==> src/rtl/ssc_pkg.sv <==
package ssc_pkg;
  typedef enum logic [1:0] {
    ST_IDLE = 2'd0,
    ST_MEAS = 2'd1,
    ST_PICK = 2'd2,
    ST_DONE = 2'd3
  } ssc_state_e;
endpackage

==> src/rtl/ssc_fail_counter.sv <==
module ssc_fail_counter #(
  parameter int CNT_W = 8
) (
  input  logic             clk_i,
  input  logic             rst_ni,
  input  logic             clr_i,
  input  logic             en_i,
  input  logic             fail_i,
  output logic [CNT_W-1:0] sum_o
);
  localparam logic [CNT_W-1:0] CNT_MAX = {CNT_W{1'b1}};

  logic [CNT_W-1:0] cnt_q;
  logic             hit;

  // sum_o already includes this cycle's failure so the last sample is kept
  assign hit   = en_i && fail_i && (cnt_q != CNT_MAX);
  assign sum_o = cnt_q + CNT_W'(hit);

  always_ff @(posedge clk_i or negedge rst_ni) begin
    if (!rst_ni)     cnt_q <= '0;
    else if (clr_i)  cnt_q <= '0;
    else if (en_i)   cnt_q <= sum_o;
  end
endmodule

==> src/rtl/ssc_sequencer.sv <==
module ssc_sequencer
  import ssc_pkg::*;
#(
  parameter int NUM_CAND = 4,
  parameter int SEL_W    = 2,
  parameter int WIN_W    = 10
) (
  input  logic             clk_i,
  input  logic             rst_ni,
  input  logic             start_i,
  input  logic [WIN_W-1:0] window_i,
  output logic [SEL_W-1:0] cand_o,
  output logic             count_en_o,
  output logic             clr_o,
  output logic             store_o,
  output logic             pick_o,
  output logic             busy_o,
  output logic             done_o
);
  localparam logic [SEL_W-1:0] LAST_CAND = SEL_W'(NUM_CAND - 1);

  ssc_state_e       state_q;
  logic [WIN_W-1:0] win_len_q;
  logic [WIN_W-1:0] win_cnt_q;
  logic [SEL_W-1:0] cand_q;
  logic             start_ok;
  logic             win_last;

  assign start_ok   = (state_q == ST_IDLE) && start_i;
  assign win_last   = (win_cnt_q == win_len_q - WIN_W'(1));
  assign count_en_o = (state_q == ST_MEAS);
  assign store_o    = (state_q == ST_MEAS) && win_last;
  assign clr_o      = start_ok || store_o;
  assign pick_o     = (state_q == ST_PICK);
  assign busy_o     = (state_q == ST_MEAS) || (state_q == ST_PICK);
  assign done_o     = (state_q == ST_DONE);
  assign cand_o     = cand_q;

  always_ff @(posedge clk_i or negedge rst_ni) begin
    if (!rst_ni) begin
      state_q   <= ST_IDLE;
      win_len_q <= WIN_W'(1);
      win_cnt_q <= '0;
      cand_q    <= '0;
    end else begin
      unique case (state_q)
        ST_IDLE: begin
          if (start_i) begin
            // zero window is clamped so every candidate gets one sample
            win_len_q <= (window_i == '0) ? WIN_W'(1) : window_i;
            win_cnt_q <= '0;
            cand_q    <= '0;
            state_q   <= ST_MEAS;
          end
        end
        ST_MEAS: begin
          if (win_last) begin
            win_cnt_q <= '0;
            if (cand_q == LAST_CAND) state_q <= ST_PICK;
            else                     cand_q  <= cand_q + SEL_W'(1);
          end else begin
            win_cnt_q <= win_cnt_q + WIN_W'(1);
          end
        end
        ST_PICK: state_q <= ST_DONE;
        ST_DONE: state_q <= ST_DONE;
        default: state_q <= ST_IDLE;
      endcase
    end
  end
endmodule

==> src/rtl/ssc_min_picker.sv <==
module ssc_min_picker #(
  parameter int NUM_CAND = 4,
  parameter int CNT_W    = 8,
  parameter int SEL_W    = 2
) (
  input  logic [NUM_CAND-1:0][CNT_W-1:0] counts_i,
  output logic [SEL_W-1:0]               idx_o
);
  logic [CNT_W-1:0] best;

  // strict compare keeps the lower index on ties
  always_comb begin
    best  = counts_i[0];
    idx_o = '0;
    for (int i = 1; i < NUM_CAND; i++) begin
      if (counts_i[i] < best) begin
        best  = counts_i[i];
        idx_o = SEL_W'(i);
      end
    end
  end
endmodule

==> src/rtl/sync_sel_ctrl.sv <==
module sync_sel_ctrl #(
  parameter int NUM_CAND = 4,
  parameter int CNT_W    = 8,
  parameter int WIN_W    = 10,
  localparam int SEL_W   = $clog2(NUM_CAND)
) (
  input  logic                clk_i,
  input  logic                rst_ni,
  input  logic                start_i,
  input  logic [WIN_W-1:0]    window_i,
  input  logic [NUM_CAND-1:0] cand_early_i,
  input  logic [NUM_CAND-1:0] cand_late_i,
  output logic                sync_o,
  output logic [SEL_W-1:0]    sel_o,
  output logic                busy_o,
  output logic                done_o,
  output logic [NUM_CAND-1:0] cand_pwr_en_o,
  output logic                meas_pwr_en_o
);
  logic [SEL_W-1:0]              cand;
  logic                          count_en, clr, store, pick, fail;
  logic [CNT_W-1:0]              sum;
  logic [NUM_CAND-1:0][CNT_W-1:0] bank;
  logic [SEL_W-1:0]              pick_idx;
  logic [SEL_W-1:0]              sel_q;

  ssc_sequencer #(
    .NUM_CAND(NUM_CAND), .SEL_W(SEL_W), .WIN_W(WIN_W)
  ) u_seq (
    .clk_i     (clk_i),
    .rst_ni    (rst_ni),
    .start_i   (start_i),
    .window_i  (window_i),
    .cand_o    (cand),
    .count_en_o(count_en),
    .clr_o     (clr),
    .store_o   (store),
    .pick_o    (pick),
    .busy_o    (busy_o),
    .done_o    (done_o)
  );

  assign fail = cand_early_i[cand] ^ cand_late_i[cand];

  ssc_fail_counter #(.CNT_W(CNT_W)) u_cnt (
    .clk_i (clk_i),
    .rst_ni(rst_ni),
    .clr_i (clr),
    .en_i  (count_en),
    .fail_i(fail),
    .sum_o (sum)
  );

  for (genvar g = 0; g < NUM_CAND; g++) begin : g_slot
    logic [CNT_W-1:0] slot_q;
    always_ff @(posedge clk_i or negedge rst_ni) begin
      if (!rst_ni)                            slot_q <= '0;
      else if (store && (cand == SEL_W'(g)))  slot_q <= sum;
    end
    assign bank[g]          = slot_q;
    assign cand_pwr_en_o[g] = !done_o || (sel_q == SEL_W'(g));
  end

  ssc_min_picker #(
    .NUM_CAND(NUM_CAND), .CNT_W(CNT_W), .SEL_W(SEL_W)
  ) u_pick (
    .counts_i(bank),
    .idx_o   (pick_idx)
  );

  always_ff @(posedge clk_i or negedge rst_ni) begin
    if (!rst_ni)   sel_q <= '0;
    else if (pick) sel_q <= pick_idx;
  end

  assign sel_o         = sel_q;
  assign sync_o        = cand_late_i[sel_q];
  assign meas_pwr_en_o = !done_o;
endmodule

==> config.mk <==
export PLATFORM = sky130hd
export DESIGN_NAME = sync_sel_ctrl
export DESIGN_NICKNAME = d
export VERILOG_FILES = /design/src/rtl/ssc_pkg.sv /design/src/rtl/ssc_fail_counter.sv /design/src/rtl/ssc_sequencer.sv /design/src/rtl/ssc_min_picker.sv /design/src/rtl/sync_sel_ctrl.sv
export SDC_FILE = /design/constraint.sdc
export NUM_CORES = 1
export LEC_CHECK = 0
export ABC_AREA = 1
export BUFFER_PORTS_ARGS = -buffer_cell sky130_fd_sc_hd__buf_2
export CELL_PAD_IN_SITES_DETAIL_PLACEMENT = 1
export CELL_PAD_IN_SITES_GLOBAL_PLACEMENT = 2
export CORE_MARGIN = 10
export CORE_UTILIZATION = 39
export CTS_CLUSTER_DIAMETER = 60
export CTS_CLUSTER_SIZE = 25
export DETAILED_ROUTE_END_ITERATION = 10
export PLACE_DENSITY_LB_ADDON = 0.2
export RECOVER_POWER = 50
export SETUP_SLACK_MARGIN = 0.1
export SLEW_MARGIN = 40
export SYNTH_ARGS = -nofsm -noshare
export SYNTH_HDL_FRONTEND = slang
export SYNTH_HIERARCHICAL = 1
export SYNTH_SLANG_ARGS = --single-unit
==> constraint.sdc <==
create_clock -name clk_i -period 8.03 [get_ports clk_i]
set_input_delay 1.2045 -clock clk_i [delete_from_list [all_inputs] [get_ports clk_i]]
set_output_delay 1.2045 -clock clk_i [all_outputs]
set_load 0.01 [all_outputs]
# ---- Word level (Yosys, flattened, before mapping)
# Index checks and enable logic that the tools add are counted.
dict set report classes {
  n_eq_ne 15
  n_lt_le_gt_ge 5
  n_reduce_logical 26
  n_bitwise 1
  n_mux 25
  n_addsub 4
}
# operator count
set ops {}
lappend ops {{8-bit two-way mux} 4}
lappend ops {{10-bit two-way mux} 3}
lappend ops {{8-bit less-than comparator} 3}
lappend ops {{10-bit case mux with 2 select lines} 1}
lappend ops {{2-bit two-way mux} 8}
lappend ops {{2-bit equality test, second input constant} 6}
lappend ops {{10-bit by 1-bit adder with 10-bit output, second input constant} 1}
lappend ops {{10-bit equality test} 1}
lappend ops {{10-bit logical NOT} 1}
lappend ops {{10-bit by 1-bit subtractor with 10-bit output, second input constant} 1}
lappend ops {{8-bit by 1-bit adder with 8-bit output} 1}
lappend ops {{1-bit logical AND} 8}
lappend ops {{2-bit != test, second input constant} 4}
lappend ops {{8-bit != test, second input constant} 1}
lappend ops {{1-bit binary-select mux with 2-bit select} 3}
lappend ops {{2-bit by 1-bit equality test with 1-bit output, second input constant} 3}
lappend ops {{2-bit logical NOT} 3}
lappend ops {{1-bit logical OR} 6}
lappend ops {{2-bit by 3-bit less-than comparator with 1-bit output, second input constant} 2}
lappend ops {{2-bit case mux with 3 select lines} 1}
lappend ops {{1-bit two-way mux} 4}
lappend ops {{2-bit case mux with 2 select lines} 1}
lappend ops {{2-bit AND reduction} 2}
lappend ops {{4-bit AND reduction} 1}
lappend ops {{other kinds (6)} 7}
dict set report word_totals {
  out_inout_bits 10
  in_bits 21
  ff_bits 66
}

# ---- Depth between registers and ports, before layout
# Gate-level depths: netlist of run 1.
dict set report logic_depth {
  word_depth 8
  ltp_mapped 30
}

# ---- By module
# Netlist of run 1, hierarchy kept.
# mod n_inst area_per_inst_um2 cells_per_inst seq_area_each_um2
set modules_own_cells {}
lappend modules_own_cells {ssc_sequencer 1 1721.7 239 601.8}
lappend modules_own_cells {sync_sel_ctrl 1 1597.8 170 850.8}
lappend modules_own_cells {ssc_min_picker 1 713.2 121 0.0}
lappend modules_own_cells {ssc_fail_counter 1 506.7 68 200.2}

# ---- Worst setup path after synthesis of run 1
# Ideal clock, no wire load.
dict set report synth_path {
  path_kind {register to register}
  start {reg g_slot[0].slot_q[7]}
  end {reg sel_q[1], in the netlist sel_o[1]}
  arrival_time_ns 3.498
  required_ns 7.947
  synth_period_minus_slack_ns 3.580
  stages_incl_launch_ff 23
  path_slack_ns 4.450
  path_cell_list {dfrtp_1 > inv_1 > ha_1 > a21oi_1 > o21a_1 > nand2_4 > clkbuf_1 > o21ai_0 > ha_1 > a21oi_1 > nor2_1 > a211oi_1 > nand2_4 > buf_2 > o21ai_0 > ha_1 > a21oi_1 > nor2_1 > a211oi_1 > nand2_1 > nand2_1 > nand2_1 > o21ai_0}
}
dict set report synth_via {
  elab_chain_len 6
}
# item line
set synth_rtl {}
lappend synth_rtl {{start, declared} sync_sel_ctrl.sv:55} ;# logic [CNT_W-1:0] slot_q;
lappend synth_rtl {{start signal, assigned} sync_sel_ctrl.sv:58} ;# else if (store && (cand == SEL_W'(g))) slot_q <= sum;
lappend synth_rtl {{8-bit less-than comparator} ssc_min_picker.sv:16} ;# if (counts_i[i] < best) begin
lappend synth_rtl {{8-bit two-way mux *} ssc_min_picker.sv:16}
lappend synth_rtl {{8-bit less-than comparator} ssc_min_picker.sv:16}
lappend synth_rtl {{8-bit two-way mux} ssc_min_picker.sv:16}
lappend synth_rtl {{8-bit less-than comparator} ssc_min_picker.sv:16}
lappend synth_rtl {{2-bit two-way mux *} ssc_min_picker.sv:16}
lappend synth_rtl {{via pick_idx[1]} sync_sel_ctrl.sv:24} ;# logic [SEL_W-1:0] pick_idx;
lappend synth_rtl {{end signal, assigned} sync_sel_ctrl.sv:73} ;# else if (pick) sel_q <= pick_idx;
lappend synth_rtl {{end, declared} sync_sel_ctrl.sv:25} ;# logic [SEL_W-1:0] sel_q;
# The timed path passes the listed nets; every way through them passes the cells marked *.
# A chain may end at the register's enable or synchronous reset.

==> results.md, run 1 <==
- The flow ran to the end, but the final reports show violations.
- The final reports fail on capacitance limit, slew limit.
- The number of global-route vias before repair is 4007.
- The post-CTS repair timing setup buffer count is 0.
- The analysis attributes to cell leakage a power of 2.566 nW.
- The ratio of final minimum period to clock period is 0.5338.
- After synthesis the cells add up to 0.004539 sq mm.
- The worst path in the final design needs a cycle of 4.287 ns, including I/O delays and setup.
- The initial antenna violation count is 0.
- The share of total power consumed by net switching is 0.4603.
- The number of clock sinks is 66.
- The number of synthesized register bits is 66.
- The final-report hold violation count is 0.
- The internal power contribution is 0.8277 mW.
- The synthesized netlist cell count is 598.
- The cell with the most instances after synthesis is sky130_fd_sc_hd__nand2_1.
- The wire-length estimate of the detail-placed layout is 8852 microns.
- Broken down by cell family, the worst path's largest delay share belongs to buffers and inverters.
- The worst setup path is launched from an input port.
- Buffers inserted during clock tree synthesis total 9.
- In the final routed layout, each cell accounts on average for 14.78 microns.
- The later-pin clock latency in the skew report is 0.34 ns.
- The number of top-level pins is 31.
- Entering global routing, the biggest net connects 67 pins.
- The overall track demand over capacity in global routing is 0.1481.
- The largest single stage delay on the critical path is 2.54 ns.
- At the end of routability-driven placement, the weighted congestion stood at 0.7861.
- The kind of capture point of the worst setup path is an async pin.
- The path class of the lowest-slack min-delay path is register to register.
- Based on the critical path, the design can be clocked at up to 0.2333 GHz.
- Dividing the detail-routed via count by the number of cells gives 5.028.
- The post-placement setup slack is 4.136 ns.
- The number of resized instances in the post-cts repair step is 0.
- VDD sags by at most 157.1 uV.
- Ranked by total cell area, the synthesized netlist is headed by sky130_fd_sc_hd__dfrtp_1 (36%), sky130_fd_sc_hd__nand2_1 (16%), sky130_fd_sc_hd__ha_1 (8.8%).
- The required time of the critical path is 7.64 ns.
- The via count is 3897.
- The most common flop cell mapped by yosys is sky130_fd_sc_hd__dfrtp_1.
- The maximum buffer depth of the clock tree is 2.
- The number of buffers inserted for hold repair after clock tree synthesis is 0.
- Counting instances in the post-synthesis netlist gives the leading cell types as sky130_fd_sc_hd__nand2_1 (188), sky130_fd_sc_hd__inv_1 (75), sky130_fd_sc_hd__dfrtp_1 (65).
- The critical path contains buffers and inverters numbering 2 combined.
- Input and output buffers added on the ports amount to 30.
- The worst path meets setup with 3.743 ns of slack.
- Once layout is complete, the utilization of the core stands at 0.4416.
- The floorplan has 39 rows.
- The number of antenna diodes is 0.
- The async set-or-reset flop fraction in the synthesized netlist is 1.000.
- The count of max-cap constraint violations is 1.
- Across all hold checks on the routed design, the worst slack comes to 0.4873 ns.
- The worst slew margin relative to its limit is -1.429.
- Registers take 0.001653 sq mm.
- The number of setup violations in the final report is 0.
- The global-route congestion overflow total is 0.
- The total die area is 0.01635 sq mm.
- The initial core utilization is 0.3975.
- The worst reg2reg path depth is 20.
- The overall die width is 127.9 microns.
- The number of optimization iterations in the first detailed-route pass is 4.
- The overall power consumption is 1.534 mW.
- The portion of the post-synthesis area used by sequential elements is 0.3641.
- The number of enable flip-flop cells after synthesis is 0.
- The critical path goes through buf_2 -> clkbuf_1.
- Of the total power, combinational logic draws 0.465.
- In this run, the number of DRC markers left after iteration 0 of detailed routing was 196.
- At the end of the flow, the number of nets in the layout was 681.
- After clock tree synthesis, the clock-pin slew on the worst setup and hold paths is 0.05 ns.
- The y dimension of the die is 127.9 microns.
- The layout cell share with drive strength beyond 1 is 0.1614.
- The share of total power dissipated in sequential elements is 0.307.
- Adding up every negative setup slack in the final design gives 0 ns.
- The first global-routing pass estimated 19710 microns of wire.
- The number of nets in the synthesized netlist is 651.
- The worst-path cell with the longest stage delay is sky130_fd_sc_hd__clkbuf_1.
- The switching power of the nets is 0.7060 mW.
- The depth of the critical timing path with buffers and inverters included is 2.
- Of all nets on the critical path, the largest fanout is 66.
- Compared with the post-synthesis result, the final layout area differs by 11.08%.
- The dominant cell type by area after synthesis is sky130_fd_sc_hd__dfrtp_1.
- The cell depth of the worst min-delay path is 2.
- TritonCTS built the clock tree.
- The power density normalized to cell area is 304.2 mW/mm^2.
- The number of distinct library cells after synthesis is 40.
- Of the post-synthesis cell area, the dominant cell type holds 0.3583.
- Clock tree synthesis selected as its root buffer the cell sky130_fd_sc_hd__clkbuf_16.
- The core box area is 0.01142 sq mm.
- The path type of the worst setup path is input port to async pin.
- Setup repair after global routing left no endpoint under its margin.
- The depth of the CTS H-tree is 3.
- The wire length after detailed routing is 11450 microns.
- During synthesis, Yosys emitted a total of 6 warnings.
- The number of slew-limit violations in the final report came to 67.
- Between clock sinks in the finished design, the worst skew comes to 0.004748 ns.
- The power share of the clock group is 0.227.
- The average size of a mapped cell is 7.591 sq um.
- The transition time of the tightest slew-check pin is 3.644 ns.
- The worst endpoint data arrival time is 3.89 ns.
- The area used by multi-input combinational logic is 0.002506 sq mm.
- The detailed-route DRC error count is 0.
- In this run the remaining antenna-violating nets after routing total 0.
- The fill cell instance count of the final layout is 1435.
==> per-stage QoR <==
step | area (sq um) | std cells
after CTS | 5044 | 775
final | 5042 | 775
after floorplan | 4539 | 598
after global placement | 4786 | 760
after global routing | 5042 | 775
after detailed placement | 4790 | 760
==> path summary, 6_finish.rpt <==
kind,startpoint,end,slack [ns]
setup / recovery,rst_ni,u_seq/win_cnt_q[0],3.74
hold / removal,g_slot[1].slot_q[0],g_slot[1].slot_q[0],0.49
setup reg to reg,g_slot[0].slot_q[7],sel_o[1],4.08
hold reg to reg,g_slot[1].slot_q[0],g_slot[1].slot_q[0],0.49
max in group clk_i,g_slot[0].slot_q[7],sel_o[1],4.08
min in group asynchronous,rst_ni,u_seq/win_len_q[1],2.21
==> registers in the layout (all words and copies together) (netlist names) <==
signal	flops
sel_o	2
u_cnt/cnt_q	8
u_seq/win_cnt_q	10
u_seq/state_q	2
u_seq/win_len_q	10
u_seq/cand_o	2
g_slot.slot_q	32
==> routing by layer <==
metal | global-route usage | wire length, microns
met5 | 0 | 0
met4 | 0.05960 | 172
met3 | 0.02895 | 380
met2 | 0.2246 | 4996
met1 | 0.2019 | 5905
==> cells by family (layout without fill, tap and decap cells) <==
family | Yosys count | in the layout | share of synthesized area
flip-flops | 66 | 66 | 0.3641
buffers and inverters | 91 | 125 | 0.08655
AND/OR/NAND/NOR | 298 | 298 | 0.3002
AO/OA/AOI/OAI | 98 | 98 | 0.1359
adder cells (fa/ha/maj) | 32 | 32 | 0.08820
XOR/XNOR | 13 | 13 | 0.02508
==> cell type report <==
cell class | instances | share of cell area
Clock buffer | 12 | 0.04690
Clock inverter | 3 | 0.003474
Inverter | 79 | 0.05881
Multi-Input combinational cell | 441 | 0.4970
Sequential cell | 66 | 0.3278
Tap cell | 143 | 0.03548
Timing Repair Buffer | 31 | 0.03052
==> cells in the final DEF, fill, tap and decap left out, types with 17 or more instances in the layout <==
cell type	netlist	routed
sky130_fd_sc_hd__inv_1	75	75
sky130_fd_sc_hd__a21oi_1	17	17
sky130_fd_sc_hd__o21ai_2	24	24
sky130_fd_sc_hd__dfrtp_1	65	65
sky130_fd_sc_hd__nand3_1	42	42
sky130_fd_sc_hd__ha_1	32	32
sky130_fd_sc_hd__o21ai_0	39	39
sky130_fd_sc_hd__nand2_1	188	189
sky130_fd_sc_hd__nor2_1	24	24
sky130_fd_sc_hd__buf_2	2	30
==> power groups by stage <==
stage | registers [mW] | logic (mW) | clock network, mW
6_report | 0.471 | 0.713 | 0.349
4_1_cts | 0.473 | 0.725 | 0.361
3_5_place_dp | 0.478 | 0.721 | 0
5_1_grt | 0.483 | 0.834 | 0.376
2_1_floorplan | 0.444 | 0.566 | 0
3_3_place_gp | 0.473 | 0.692 | 0
(Power assumes the default switching activity.)
==> run 2: changes to the inputs <==
--- a/config.mk
+++ b/config.mk
@@ -10,7 +10,7 @@
 export CELL_PAD_IN_SITES_DETAIL_PLACEMENT = 1
 export CELL_PAD_IN_SITES_GLOBAL_PLACEMENT = 2
 export CORE_MARGIN = 10
-export CORE_UTILIZATION = 39
+export CORE_UTILIZATION = 33
 export CTS_CLUSTER_DIAMETER = 60
 export CTS_CLUSTER_SIZE = 25
 export DETAILED_ROUTE_END_ITERATION = 10
==> constraint.sdc (replaced) <==
create_clock -name clk_i -period 3.8 [get_ports clk_i]
set_input_delay 0.57 -clock clk_i [delete_from_list [all_inputs] [get_ports clk_i]]
set_output_delay 0.57 -clock clk_i [all_outputs]
set_load 0.01 [all_outputs]
==> results.md, run 2 (same netlist as run 1, synthesis figures left out) <==
- The flow ran to the end, and the final reports show no timing, DRC or antenna violations.
- The placed cell area was 0.004842 sq mm (+1.1%).
- The setup path with the least slack is of type register to register.
- The core box area is 0.01335 sq mm (+17%).
- TritonCTS built the clock tree.
- The number of global-route vias before repair is 4148 (+3.5%).
- The placed cell count is 795 (+4.6%).
- The number of top-level pins is 31 (unchanged).
- The clock-pin slew on the worst setup and hold paths is 0.06 ns (about the same).
- The later-pin clock latency in the skew report came to 0.34 ns (about the same).
- The share of the core filled with cells in the final layout is 0.4087 (-0.03290).
- The overall track demand over capacity in global routing was 0.1354 (-0.01273).
- The total number of placement rows is 42 (+7.7%).
- The detail-routed via count per cell is 4.896 (-2.6%).
- The worst endpoint data arrival time came to 3.84 ns (-0.05 ns).
- The count of routing violations after the opening detailed-route iteration is 168 (-14%).
- The kind of launch point of the worst setup path is a register.
- The number of buffers created by CTS came to 9 (unchanged).
- The largest incremental delay on the critical path is 0.39 ns (-2.15 ns).
- The layout cell share with drive strength beyond 1 is 0.2289 (+0.06749).
- The required time of the critical path is 4.06 ns (-3.58 ns).
- The global-route congestion overflow total is 0 (unchanged).
- The maximum VDD drop is 200.1 uV (+27%).
- The power density normalized to cell area is 686.9 mW/mm^2 (+130%).
- The startpoint identified for the worst register-to-register timing path is g_slot[0].slot_q[3].
- The overall power consumption is 3.747 mW (+140%).
- The post-route cell area is 0.005455 sq mm (+8.2%).
- The placed wire-length estimate after detailed placement is 9220 microns (+4.2%).
- Of the available clock period, the critical path in the final layout requires 0.9402.
- The critical path buffer and inverter count is 2 (unchanged).
- The post-route setup TNS is 0 ns (unchanged).
- The worst slew margin relative to its limit is 0.09266 (+1.522).
- The pin count of the biggest net entering global routing is 25 (-63%).
- The maximum fanout along the worst path came to 8 (-88%).
- The count of input and output buffers came to 30 (unchanged).
- Among cell families on the critical path, the largest total delay comes from compound AO/OA/AOI/OAI gates.
- The cell sitting at the root of the clock tree is a sky130_fd_sc_hd__clkbuf_16.
- The initial core utilization is 0.3401 (-0.05746).
- The number of optimization iterations in the first detailed-route pass is 4 (unchanged).
- The leakage power came to 2.682 nW (+4.5%).
- The cell that appears most often on the critical path is sky130_fd_sc_hd__nand2_1.
- Leaving out fill and tap cells, the most frequent cells in the layout are sky130_fd_sc_hd__nand2_1 (182), sky130_fd_sc_hd__inv_1 (71), sky130_fd_sc_hd__dfrtp_1 (65).
- The number of clock sinks is 66 (unchanged).
- The overall die width was 137.3 microns (+7.4%).
- The total die area is 0.01885 sq mm (+15%).
- On the critical path, the stage with the largest delay is an instance of sky130_fd_sc_hd__dfrtp_1.
- The count of max-cap constraint violations came to 0 (-1).
- The wire length after detailed routing came to 12490 microns (+9.0%).
- The path class of the lowest-slack min-delay path is input port to register.
- Setup repair after global routing left no endpoint under its margin.
- The number of setup violations in the final report is 0 (unchanged).
- The fill cell instance count of the final layout is 1692 (+18%).
- The via count was 4049 (+3.9%).
- The post-layout instance count excluding filler cells came to 827 (+6.7%).
- The flip-flop count of the largest register after layout came to 32 (unchanged).
- The hold slack was 0.4746 ns (-0.01271 ns).
- The number of antenna diodes came to 0 (unchanged).
- The largest registers in the layout are g_slot.slot_q: 32 flops, u_seq/win_cnt_q: 10 flops, u_seq/win_len_q: 10 flops.
- The post-placement setup slack is -0.04055 ns (-4.177 ns).
- The depth of the CTS H-tree was 3 (unchanged).
- The startpoint of the worst setup timing path is g_slot[0].slot_q[3].
- The minimum clock period is 3.573 ns.
- The slack of the critical path came to 0.2274 ns (-3.516 ns).
- The worst clock skew came to 0.006278 ns (+0.001529 ns).
- The final weighted congestion in routability-driven placement was 0.7698 (-2.1%).
- The startpoint identified for the worst hold timing path is window_i[1].
- The y dimension of the die is 137.3 microns (+7.4%).
- The final-report hold violation count is 0 (unchanged).
- The count of antenna-violating nets left after detailed routing is 0 (unchanged).
- The detailed-route DRC error count came to 0 (unchanged).
- The number of buffers inserted for hold repair after clock tree synthesis was 0 (unchanged).
- STA classifies the critical path endpoint as a register.
- The first-pass GRT wire length is 20410 microns (+3.5%).
- Relative to the synthesized area, the layout overhead comes to 20.18%.
- The post-layout net count was 700 (+2.8%).
- Derived from the worst setup path, the maximum achievable clock frequency is 0.2799 GHz.
- The transition time of the tightest slew-check pin came to 1.361 ns (-2.283 ns).
- The maximum buffer depth of the clock tree is 2 (unchanged).
- The initial antenna violation count is 0 (unchanged).
- The register with the most flip-flops in the final layout is g_slot.slot_q.
- The routed wirelength normalized by instance count is 15.10 microns (+2.2%).
- The number of slew-limit violations in the final report came to 0 (-100%).
- Walking the worst path, the cells encountered are inv_2 -> ha_4 -> a21oi_1 -> nand2_2 -> nand2_4 -> nand2_8 -> o21ai_4 -> ha_4 -> a21oi_2 -> nor2_1 -> a211oi_2 -> nand2_4 -> buf_6 -> nand2_2 -> o21ai_2 -> ha_1 -> a21oi_2 -> nor2_1 -> a211oi_1 -> nand2_1 -> nand2_1 -> nand2_1 -> o21ai_1.
- The most common library cell in the layout ignoring fill and taps is sky130_fd_sc_hd__nand2_1.
run 2: changes by cell type in the layout (fill, tap and decap cells not counted), sizes merged:
cell and delta:
nand2 +1, bufinv +3, clkinv -1, buf +14
clkbuf +2
run 2: what timing repair did:
| item | in CTS | in global routing |
|---|---|---|
| resized for setup | 2 | 45 |
| gates cloned | 0 | 1 |
| setup buffers | 0 | 16 |
| pin swaps | 0 | 19 |
| endpoints found under the setup margin | 2 | 2 |
run 2: path summary, 6_finish.rpt:
check	slack (ns)	cells past startpoint	to
max in group asynchronous	1.53	2	g_slot[2].slot_q[1]
min in group asynchronous	0.52	1	u_seq/win_cnt_q[0]
hold reg to reg	0.49	2	g_slot[1].slot_q[0]
setup reg to reg	0.23	23	sel_o[1]
setup / recovery	0.23	23	sel_o[1]
hold / removal	0.47	3	u_seq/win_len_q[1]
run 2: worst min-delay path: stages:
cell                      delay (ns)
sky130_fd_sc_hd__buf_2          0.09
sky130_fd_sc_hd__nand2_1        0.04
sky130_fd_sc_hd__o21ai_0        0.07
run 2: layout make-up:
type | instances | area, sq um | share of cell area
multi-input cells | 442 | 2661 | 0.4878
flip-flops and latches | 66 | 1653 | 0.3030
inverters | 79 | 296.5 | 0.05436
repair buffers | 49 | 282.8 | 0.05183
clock buffers | 10 | 239.0 | 0.04381
well taps | 176 | 220.2 | 0.04037
clock inverters | 5 | 102.6 | 0.01881
run 2: where the power goes:
| part | switching [mW] | internal [mW] |
|---|---|---|
| clock | 0.325 | 0.654 |
| sequential | 0.174 | 0.825 |
| combinational | 1.14 | 0.633 |
| total | 1.64 | 2.11 |
run 2: metal layers:
metal / global-route usage / vias up / wire, microns
met3: 0.02221 / 15 / 364
met2: 0.2254 / 50 / 6036
met4: 0.05445 / 0 / 219
met5: 0 / - / 0
met1: 0.1706 / 1951 / 5869
li1: - / 2033 / -
